<file path="src/rtl/uart_stat_pkg.sv">
package uart_stat_pkg;

  typedef struct packed {
    logic       brk;
    logic       ferr;
    logic       perr;
    logic [7:0] data;
  } rx_entry_t;

  // status word bit positions, read by software
  localparam int unsigned SB_BRK   = 15;
  localparam int unsigned SB_EMPTY = 14;
  localparam int unsigned SB_FERR  = 13;
  localparam int unsigned SB_PERR  = 12;
  localparam int unsigned SB_OVR   = 11;
  localparam int unsigned SB_FLAG0 = 7;   // flags occupy 7..10
  localparam int unsigned NFLAGS   = 4;   // 0 level,1 tx space,2 timeout,3 error

endpackage

</file>
<file path="src/rtl/uart_tag_fifo.sv">
module uart_tag_fifo
  import uart_stat_pkg::*;
#(
  parameter int unsigned DEPTH = 16,
  parameter int unsigned PTR_W = $clog2(DEPTH),
  parameter int unsigned CNT_W = $clog2(DEPTH + 1)
) (
  input  logic             clk,
  input  logic             rst,
  input  logic             push_i,
  input  rx_entry_t        entry_i,
  input  logic             ovr_i,
  input  logic             pop_i,
  output rx_entry_t        head_o,
  output logic             head_ovr_o,
  output logic [CNT_W-1:0] count_o,
  output logic             drop_o
);

  rx_entry_t        mem [DEPTH];
  logic [DEPTH-1:0] ovr_q;
  logic [PTR_W-1:0] wr_ptr, rd_ptr, last_ptr;
  logic [CNT_W-1:0] count_q;
  logic             full, empty, do_pop, do_push;

  assign full     = (count_q == CNT_W'(DEPTH));
  assign empty    = (count_q == '0);
  assign do_pop   = pop_i && !empty;
  assign do_push  = push_i && (!full || do_pop);
  assign drop_o   = push_i && full && !pop_i;
  assign last_ptr = wr_ptr - PTR_W'(1);

  always_ff @(posedge clk) begin
    if (do_push) mem[wr_ptr] <= entry_i;
  end

  always_ff @(posedge clk) begin
    if (rst) begin
      ovr_q   <= '0;
      wr_ptr  <= '0;
      rd_ptr  <= '0;
      count_q <= '0;
    end else begin
      if (do_push) begin
        ovr_q[wr_ptr] <= ovr_i;
        wr_ptr        <= wr_ptr + PTR_W'(1);
      end
      if (drop_o) ovr_q[last_ptr] <= 1'b1;
      if (do_pop) rd_ptr <= rd_ptr + PTR_W'(1);
      count_q <= count_q + CNT_W'(do_push) - CNT_W'(do_pop);
    end
  end

  assign head_o     = mem[rd_ptr];
  assign head_ovr_o = ovr_q[rd_ptr];
  assign count_o    = count_q;

  a_r9_no_overflow: assert property (@(posedge clk) disable iff (rst)
    count_q <= CNT_W'(DEPTH));

  a_r9_drop_keeps_count: assert property (@(posedge clk) disable iff (rst)
    drop_o |=> $stable(count_q));

  a_r2_pop_advances: assert property (@(posedge clk) disable iff (rst)
    (pop_i && !empty && !push_i) |=> (count_q == $past(count_q) - CNT_W'(1)));

  a_r2_empty_pop_ignored: assert property (@(posedge clk) disable iff (rst)
    (pop_i && empty && !push_i) |=> $stable(rd_ptr) && (count_q == '0));

endmodule

</file>
<file path="src/rtl/uart_sticky_bit.sv">
module uart_sticky_bit #(
  parameter logic RESET_VAL = 1'b0
) (
  input  logic clk,
  input  logic rst,
  input  logic set_i,
  input  logic wr_i,
  input  logic wdat_i,
  output logic flag_o
);

  logic flag_q;

  always_ff @(posedge clk) begin
    if (rst)                flag_q <= RESET_VAL;
    else if (set_i)         flag_q <= 1'b1;
    else if (wr_i && !wdat_i) flag_q <= 1'b0;
  end

  assign flag_o = flag_q;

  a_r8_set_wins: assert property (@(posedge clk) disable iff (rst)
    set_i |=> flag_q);

  a_r8_zero_clears: assert property (@(posedge clk) disable iff (rst)
    (wr_i && !wdat_i && !set_i) |=> !flag_q);

  a_r8_one_holds: assert property (@(posedge clk) disable iff (rst)
    (!set_i && (!wr_i || wdat_i)) |=> $stable(flag_q));

endmodule

</file>
<file path="src/rtl/uart_rx_status.sv">
module uart_rx_status
  import uart_stat_pkg::*;
#(
  parameter int unsigned DEPTH  = 16,
  parameter int unsigned TRIG_W = 4,
  parameter int unsigned CNT_W  = $clog2(DEPTH + 1)
) (
  input  logic              clk,
  input  logic              rst,
  input  logic              rx_push,
  input  logic [7:0]        rx_byte,
  input  logic              rx_brk,
  input  logic              rx_ferr,
  input  logic              rx_perr,
  input  logic              rx_ovr,
  input  logic              rx_pop,
  input  logic              rx_tmo,
  input  logic [CNT_W-1:0]  tx_space,
  input  logic [TRIG_W-1:0] rx_level,
  input  logic [TRIG_W-1:0] tx_level,
  input  logic              csr_we,
  input  logic [31:0]       csr_wdata,
  output logic [7:0]        rx_data,
  output logic [31:0]       csr_stat,
  output logic              irq
);

  localparam logic [NFLAGS-1:0] FLAG_RST = 4'b0010; // tx space flag starts set

  rx_entry_t         in_ent, head;
  logic              head_ovr, drop;
  logic [CNT_W-1:0]  count;
  logic              is_empty;
  logic [NFLAGS-1:0] set_vec, flags;

  assign in_ent = '{brk: rx_brk, ferr: rx_ferr, perr: rx_perr, data: rx_byte};

  uart_tag_fifo #(.DEPTH(DEPTH)) u_fifo (
    .clk       (clk),
    .rst       (rst),
    .push_i    (rx_push),
    .entry_i   (in_ent),
    .ovr_i     (rx_ovr),
    .pop_i     (rx_pop),
    .head_o    (head),
    .head_ovr_o(head_ovr),
    .count_o   (count),
    .drop_o    (drop)
  );

  assign is_empty = (count == '0);

  assign set_vec[0] = (count >= CNT_W'(rx_level));
  assign set_vec[1] = (tx_space >= CNT_W'(tx_level));
  assign set_vec[2] = rx_tmo;
  assign set_vec[3] = (rx_push && (rx_ferr || rx_perr || rx_ovr)) || drop;

  for (genvar g = 0; g < NFLAGS; g++) begin : g_flag
    uart_sticky_bit #(.RESET_VAL(FLAG_RST[g])) u_flag (
      .clk   (clk),
      .rst   (rst),
      .set_i (set_vec[g]),
      .wr_i  (csr_we),
      .wdat_i(csr_wdata[SB_FLAG0 + g]),
      .flag_o(flags[g])
    );
  end

  always_comb begin
    csr_stat                              = '0;
    csr_stat[SB_BRK]                      = !is_empty && head.brk;
    csr_stat[SB_EMPTY]                    = is_empty;
    csr_stat[SB_FERR]                     = !is_empty && head.ferr;
    csr_stat[SB_PERR]                     = !is_empty && head.perr;
    csr_stat[SB_OVR]                      = !is_empty && head_ovr;
    csr_stat[SB_FLAG0 +: NFLAGS]          = flags;
  end

  assign rx_data = is_empty ? 8'h00 : head.data;
  assign irq     = |flags;

  a_r3_drain_shows_empty: assert property (@(posedge clk) disable iff (rst)
    (rx_pop && !rx_push && count == CNT_W'(1)) |=> csr_stat[SB_EMPTY]);

  a_r3_push_clears_empty: assert property (@(posedge clk) disable iff (rst)
    rx_push |=> !csr_stat[SB_EMPTY]);

  a_r6_tx_space_sets: assert property (@(posedge clk) disable iff (rst)
    (tx_space >= CNT_W'(tx_level)) |=> csr_stat[8]);

  a_r4_error_push_sets: assert property (@(posedge clk) disable iff (rst)
    (rx_push && rx_ferr) |=> irq);

endmodule

</file>
<file path="config.mk">
export PLATFORM = sky130hd
export DESIGN_NAME = uart_rx_status
export DESIGN_NICKNAME = d
export VERILOG_FILES = /design/src/rtl/uart_stat_pkg.sv /design/src/rtl/uart_tag_fifo.sv /design/src/rtl/uart_sticky_bit.sv /design/src/rtl/uart_rx_status.sv
export SDC_FILE = /design/constraint.sdc
export NUM_CORES = 1
export LEC_CHECK = 0
export ABC_AREA = 1
export BUFFER_PORTS_ARGS = -buffer_cell sky130_fd_sc_hd__buf_2
export CORE_UTILIZATION = 59
export CTS_CLUSTER_SIZE = 24
export DETAILED_ROUTE_END_ITERATION = 6
export HOLD_SLACK_MARGIN = 0.08
export MAX_ROUTING_LAYER = met4
export PLACE_DENSITY = 0.79
export SYNTH_ARGS = -nofsm -noshare
export SYNTH_HDL_FRONTEND = slang
export SYNTH_HIERARCHICAL = 1
export SYNTH_SLANG_ARGS = --single-unit
</file>
<file path="constraint.sdc">
create_clock -name clk -period 3.4 [get_ports clk]
set_clock_uncertainty 0.2 [all_clocks]
set_input_delay 0.34 -clock clk [delete_from_list [all_inputs] [get_ports clk]]
set_output_delay 0.34 -clock clk [all_outputs]
set_load 0.05 [all_outputs]
</file>
## After elaboration in Yosys (flattened, before gate mapping)

Memory sizes are Yosys's and may differ from the RTL's. A register that Yosys moved wholly into a read port is not among the register bits.
Index checks and enable logic that the tools add are counted.

| cells by class | value |
|---|---|
| $add $sub $neg | 5 |
| order comparisons | 7 |
| equality and inequality tests | 1 |
| mux-type cells | 21 |
| bitwise operators | 1 |
| reduce and logical (&&, ||, !) cells | 32 |

Operators with widths:

| cell | number |
|---|---|
| two-way mux 16 bit | 3 |
| bitwise mux 16 bit | 1 |
| OR 16 bit | 1 |
| logical AND 1 bit | 15 |
| less-than comparator 4 x 5 -> 1 bit, second input constant | 3 |
| two-way mux 1 bit | 11 |
| greater-or-equal comparator 5 x 4 -> 1 bit | 2 |
| adder 4 x 1 -> 4 bit, second input constant | 2 |
| demux 1 bit (select 4 bit) | 2 |
| greater-or-equal comparator 4 x 1 -> 1 bit, second input constant | 2 |
| two-way mux 4 bit | 2 |
| two-way mux 8 bit | 1 |
| logical NOT 1 bit | 7 |
| nonzero test 2 bit | 3 |
| adder 5 x 1 -> 5 bit | 1 |
| == test 5 bit, second input constant | 1 |
| logical NOT 5 bit | 1 |
| subtractor 5 x 1 -> 5 bit | 1 |
| binary-select mux 1 bit (select 4 bit) | 1 |
| logical OR 1 bit | 4 |
| OR reduction 4 bit | 1 |
| subtractor 4 x 1 -> 4 bit, second input constant | 1 |
| OR reduction 2 bit | 1 |

| storage, ports and cells | value |
|---|---|
| register bits | 33 |
| RAM bits | 176 |
| bits of input ports | 63 |
| output and inout port bits | 41 |
| word-level logic and storage cells | 76 |
| memories | 1 |

Memories:

| name | depth | width | rd ports | clocked after memory_dff | write ports | line | text |
|---|---|---|---|---|---|---|---|
| u_fifo.mem | 16 | 11 | 1 | 1 | 1 | uart_tag_fifo.sv:20 | `rx_entry_t mem [DEPTH];` |

## Longest topological paths before layout

| logic depth | value |
|---|---|
| depth after elaboration | 9 |
| mapped depth | 14 |
| depth with buffers taken out | 13 |

## By module

The synthesis kept the hierarchy.

By module, submodules not included:

| module | instances | cells each | area an instance (µm²) |
|---|---|---|---|
| uart_tag_fifo | 1 | 904 | 9,430.3 |
| uart_rx_status | 1 | 104 | 581.8 |
| uart_sticky_bit at g_flag[0].u_flag ... | 3 | 6 | 43.8 |
| uart_sticky_bit at g_flag[1].u_flag | 1 | 6 | 38.8 |

## Worst setup path after synthesis

No wires, ideal clock.

| timing path | value |
|---|---|
| kind | reg-to-reg |
| start | register u_fifo.count_q[2], in the netlist u_fifo/count_o[2] |
| end | register u_fifo.count_q[4], in the netlist u_fifo/count_o[4] |
| library setup time | 0.122 ns |
| data arrival time | 2.440 ns |
| path slack | 0.638 ns |
| cell stages (with the launch flop) | 15 |
| buffers on the path | 2 |
| clock period less this slack | 2.762 ns |
| cells stage by stage | dfxtp_1 inv_1 ha_1 nand3_4 nand2_2 buf_4 buf_4 ha_1 inv_1 ha_1 fa_1 a21oi_1 o21bai_1 o21ai_0 a21oi_1 |

| between the ends | value |
|---|---|
| longest elaborated chain between the ends | 7 |
| elaborated cells on any way between the ends | 9 |
| those cells by class | 2 x add/sub; 1 x eq/ne; 6 x reduce/logical |

RTL lines:

| element | line | text |
|---|---|---|
| from (decl) | uart_tag_fifo.sv:23 | `logic [CNT_W-1:0] count_q;` |
| from (signal assigned) | uart_tag_fifo.sv:50 | `count_q <= count_q + CNT_W'(do_push) - CNT_W'(do_pop);` |
| logical NOT 5 bit | uart_tag_fifo.sv:27 | `assign empty = (count_q == '0);` |
| logical NOT 1 bit | uart_tag_fifo.sv:28 | `assign do_pop = pop_i && !empty;` |
| logical AND 1 bit | uart_tag_fifo.sv:28 |  |
| logical OR 1 bit | uart_tag_fifo.sv:29 | `assign do_push = push_i && (!full \|\| do_pop);` |
| logical AND 1 bit | uart_tag_fifo.sv:29 |  |
| adder 5 x 1 -> 5 bit | uart_tag_fifo.sv:50 |  |
| subtractor 5 x 1 -> 5 bit * | uart_tag_fifo.sv:50 |  |

Mark *: on every way between the ends. The rest lies on a longest branch, timed or not.
A chain may end at the register's enable or synchronous reset.

==> metrics.txt <==
outcome=complete, no violations; clk_lat worst skew=0.49 ns; pins over their slew limit=0; total wire length=22400 microns; actual slew at the worst max-slew pin=1.00 ns; final critical-path setup slack=0.361 ns; grt total ovfl=0; number of setup violations in the final report=0; number of flip-flops and latches in the synthesized netlist=213; Core Footprint=16700 sq um; half-perimeter wire length of the detailed placement result=13500 microns; worst setup timing slack at the placement stage=0.639 ns; capture endpoint of the worst hold path=u_fifo/ovr_q[6]; Synth async-reset ratio=0%; width of the die=133 microns; Initial Utilization=61.0%; diode count=0; CTS clk-pin slew, worst paths=0.06 ns; most common flop cell mapped by yosys=edfxtp_1; die outline height=133 microns; standard-cell row count=47; Pwr per Cell Area=661 nW/um^2; number of clock sinks=213; number of CTS-inserted buffers=21; VDD IR max=449 uV; classification of the worst-slack hold path=in -> reg; vias in the first global route=7195; weighted congestion reported at the end of routability-driven placement=0.863; setup_tns=0 ns; timing-limited maximum frequency=329 MHz; wire length of the first global-routing pass=36300 microns; H-tree depth=1; type of element launching the critical path=flop; post-cts resize count=0; count of port buffers added during placement=52; Reg area=6030 sq um; peak per-stage delay on the critical path=0.70 ns; final hold slack=0.201 ns; Hold Crit Depth=5; number of buffers on the longest clock path=3; Max Fanout on Critical Path=50; worst reg2reg path startpoint=u_fifo/count_o[2]; proportion of layout cells with a drive suffix above 1=11.9%; number of cells on the worst reg-to-reg path=13; number of failing hold endpoints at the final stage=0; root buffer cell=clkbuf_16; number of distinct library cell variants in the gate-level netlist after synthesis=34; aggregate global-route resource usage=27.2%; top cell family by delay on the critical path=buffers and inverters; violation count after the first detailed-routing iteration=792; DR vias=7341; CP bufs+invs=3; Vias/cell=5.52; startpoint of the tightest hold check path=rx_ovr; max-cap violations=0; antenna violations before repair=0; worst reg2reg endpoint=u_fifo/count_o[4]; average wire per cell in the routed design=16.8 microns; post-synthesis cell area=10200 sq um; critical path capture point type=output pin; flop2flop setup slack=0.59 ns; Req. time, crit path=2.86 ns; Initial DRT Pass Iterations=6; Mapped Cells=1032; proportion of synthesized chip area in sequential cells=59.2%; leakage power=4.63 nW; Post-synth EDFFs=176; Yosys warning total=6; nets@finish=1181; Total Power Consumption=0.00751 W; setup repair after global routing missed its margin=no; I/O pin cnt=104; clock period minus worst slack=3.04 ns; max_slew headroom=33.1%; clock tree from TritonCTS=yes; final critical-path share of the clock period=89.4%; path length in cells of the critical path=8; Die Footprint=17800 sq um; worst-path cell chain=buf_4, o211ai_1, nand3_1, nand3_1, nand2_1, nand2_1, inv_1, buf_2; Layout area overhead=11.6%; pin count of the biggest net entering global routing=89; Critical-path top delay cell=dfxtp_4; syn_area_per_cell=9.87 sq um; number of inserted filler cells in the final layout=1210; worst path arrival time=2.50 ns; multi-input combinational cell area=3080 sq um; total DRC errors in the routed layout=0; Routed Antenna Nets=0; critical path start-end classification=reg -> out
## kinds of logic after synthesis
| kind of cell | Yosys count | synth area share, % |
|---|---|---|
| buffers and inverters | 256 | 11.5 |
| AND/OR/NAND/NOR | 342 | 14.7 |
| XOR/XNOR | 4 | 0.344 |
| other | 1 | 0.0368 |
| adder cells (fa/ha/maj) | 23 | 2.90 |
| AO/OA/AOI/OAI | 193 | 11.3 |
| flip-flops | 213 | 59.2 |
## cells in the mapped netlist, types with 3 or more instances
| master | n | area, sq um |
|---|---|---|
| nand2_1 | 155 | 582 |
| nand3_1 | 110 | 551 |
| nor2_2 | 3 | 18.8 |
| nand2_2 | 5 | 31.3 |
| buf_2 | 16 | 80.1 |
| buf_4 | 29 | 218 |
| nor3_1 | 4 | 20.0 |
| a21oi_2 | 3 | 26.3 |
| dfxtp_1 | 37 | 741 |
| ha_1 | 22 | 275 |
| clkbuf_1 | 15 | 56.3 |
| buf_1 | 5 | 18.8 |
| edfxtp_1 | 176 | 5290 |
| nand4_1 | 11 | 68.8 |
| nor2_1 | 50 | 188 |
| inv_2 | 4 | 15.0 |
| o21ai_0 | 63 | 315 |
| a21oi_1 | 76 | 380 |
| buf_6 | 10 | 113 |
| o211ai_1 | 37 | 278 |
| inv_1 | 175 | 657 |
| o211ai_2 | 10 | 125 |
## where the power goes
group          internal [W]  total (W)  switching [W]
Sequential          0.00293    0.00307       0.000142
Clock               0.00126    0.00219       0.000931
Combinational      0.000659    0.00225        0.00159
## worst max-delay path by stage
| stage | startpoint | endpoint | slack [ns] |
|---|---|---|---|
| after floorplan | u_fifo/count_o[2] | u_fifo/count_o[4] | 0.64 |
| after global placement | u_fifo/count_o[2] | u_fifo/count_o[4] | 0.64 |
| after detailed placement | u_fifo/count_o[2] | u_fifo/count_o[4] | 0.64 |
| after CTS | flop | rx_data[0] | 0.37 |
| after global routing | flop | rx_data[0] | 0.16 |
| final | flop | rx_data[7] | 0.36 |
## layout make-up
class / count / share of cell area (%)
Sequential cell: 213 / 53.1
Multi-Input combinational cell: 585 / 27.1
Inverter: 181 / 5.99
Timing Repair Buffer: 93 / 5.70
Clock buffer: 26 / 4.96
Tap cell: 220 / 2.42
Clock inverter: 12 / 0.782
## cell usage in the layout (no fill, tap or decap), types with 3 or more instances in the layout
master,n
clkbuf_1,3
dfxtp_1,35
nand2_2,5
edfxtp_1,176
o211ai_2,10
dlygate4sd3_1,22
ha_1,22
o21ai_0,63
nor2_1,50
buf_2,52
nor2_2,3
nand4_1,11
inv_2,4
nor3_1,3
a21oi_1,76
a21oi_2,3
nand3_1,110
nand2_1,155
buf_4,17
conb_1,23
inv_1,175
clkinv_2,4
clkbuf_16,21
clkinv_1,6
o211ai_1,37
## sequential cells by signal (all words and copies together), names as in the netlist, named ones only
| name | flops |
|---|---|
| u_fifo/rd_ptr | 4 |
| u_fifo/count_o | 5 |
| g_flag.u_flag/flag_o | 4 |
| u_fifo/wr_ptr | 4 |
| u_fifo/mem | 176 |
| u_fifo/ovr_q | 16 |
## worst reg2reg max path, stage by stage, from the launching register on
cell      delay, ns
dfxtp_1        0.34
inv_1          0.10
ha_1           0.24
nand3_1        0.09
nand2_1        0.18
inv_1          0.12
ha_1           0.29
inv_1          0.04
ha_1           0.19
fa_1           0.41
a21oi_1        0.18
o21bai_1       0.10
o21ai_0        0.15
a21oi_1        0.05
## stage by stage
stage / utilization, % / cell area, sq um / std cells
after floorplan: - / 10300 / 1054
after global placement: 62.8 / 10500 / 1270
after detailed placement: 62.8 / 10500 / 1270
after CTS: 68.1 / 11400 / 1330
after global routing: 68.1 / 11400 / 1330
final: 68.1 / 11400 / 1330
## per-layer routing
layer	routed length [microns]	global-route usage (%)	up-vias
met1	9060	34.1	3442
met2	11200	45.7	298
met5	0	-	-
met3	1520	3.27	59
li1	-	-	3542
met4	639	10.0	0
## timing repair
| item | 4_1_cts | 5_1_grt |
|---|---|---|
| hold buffers | 22 | 0 |
| setup buffers | 0 | 0 |
| endpoints found under the hold margin | 177 | 0 |
Power figures use the tool's default switching activity.
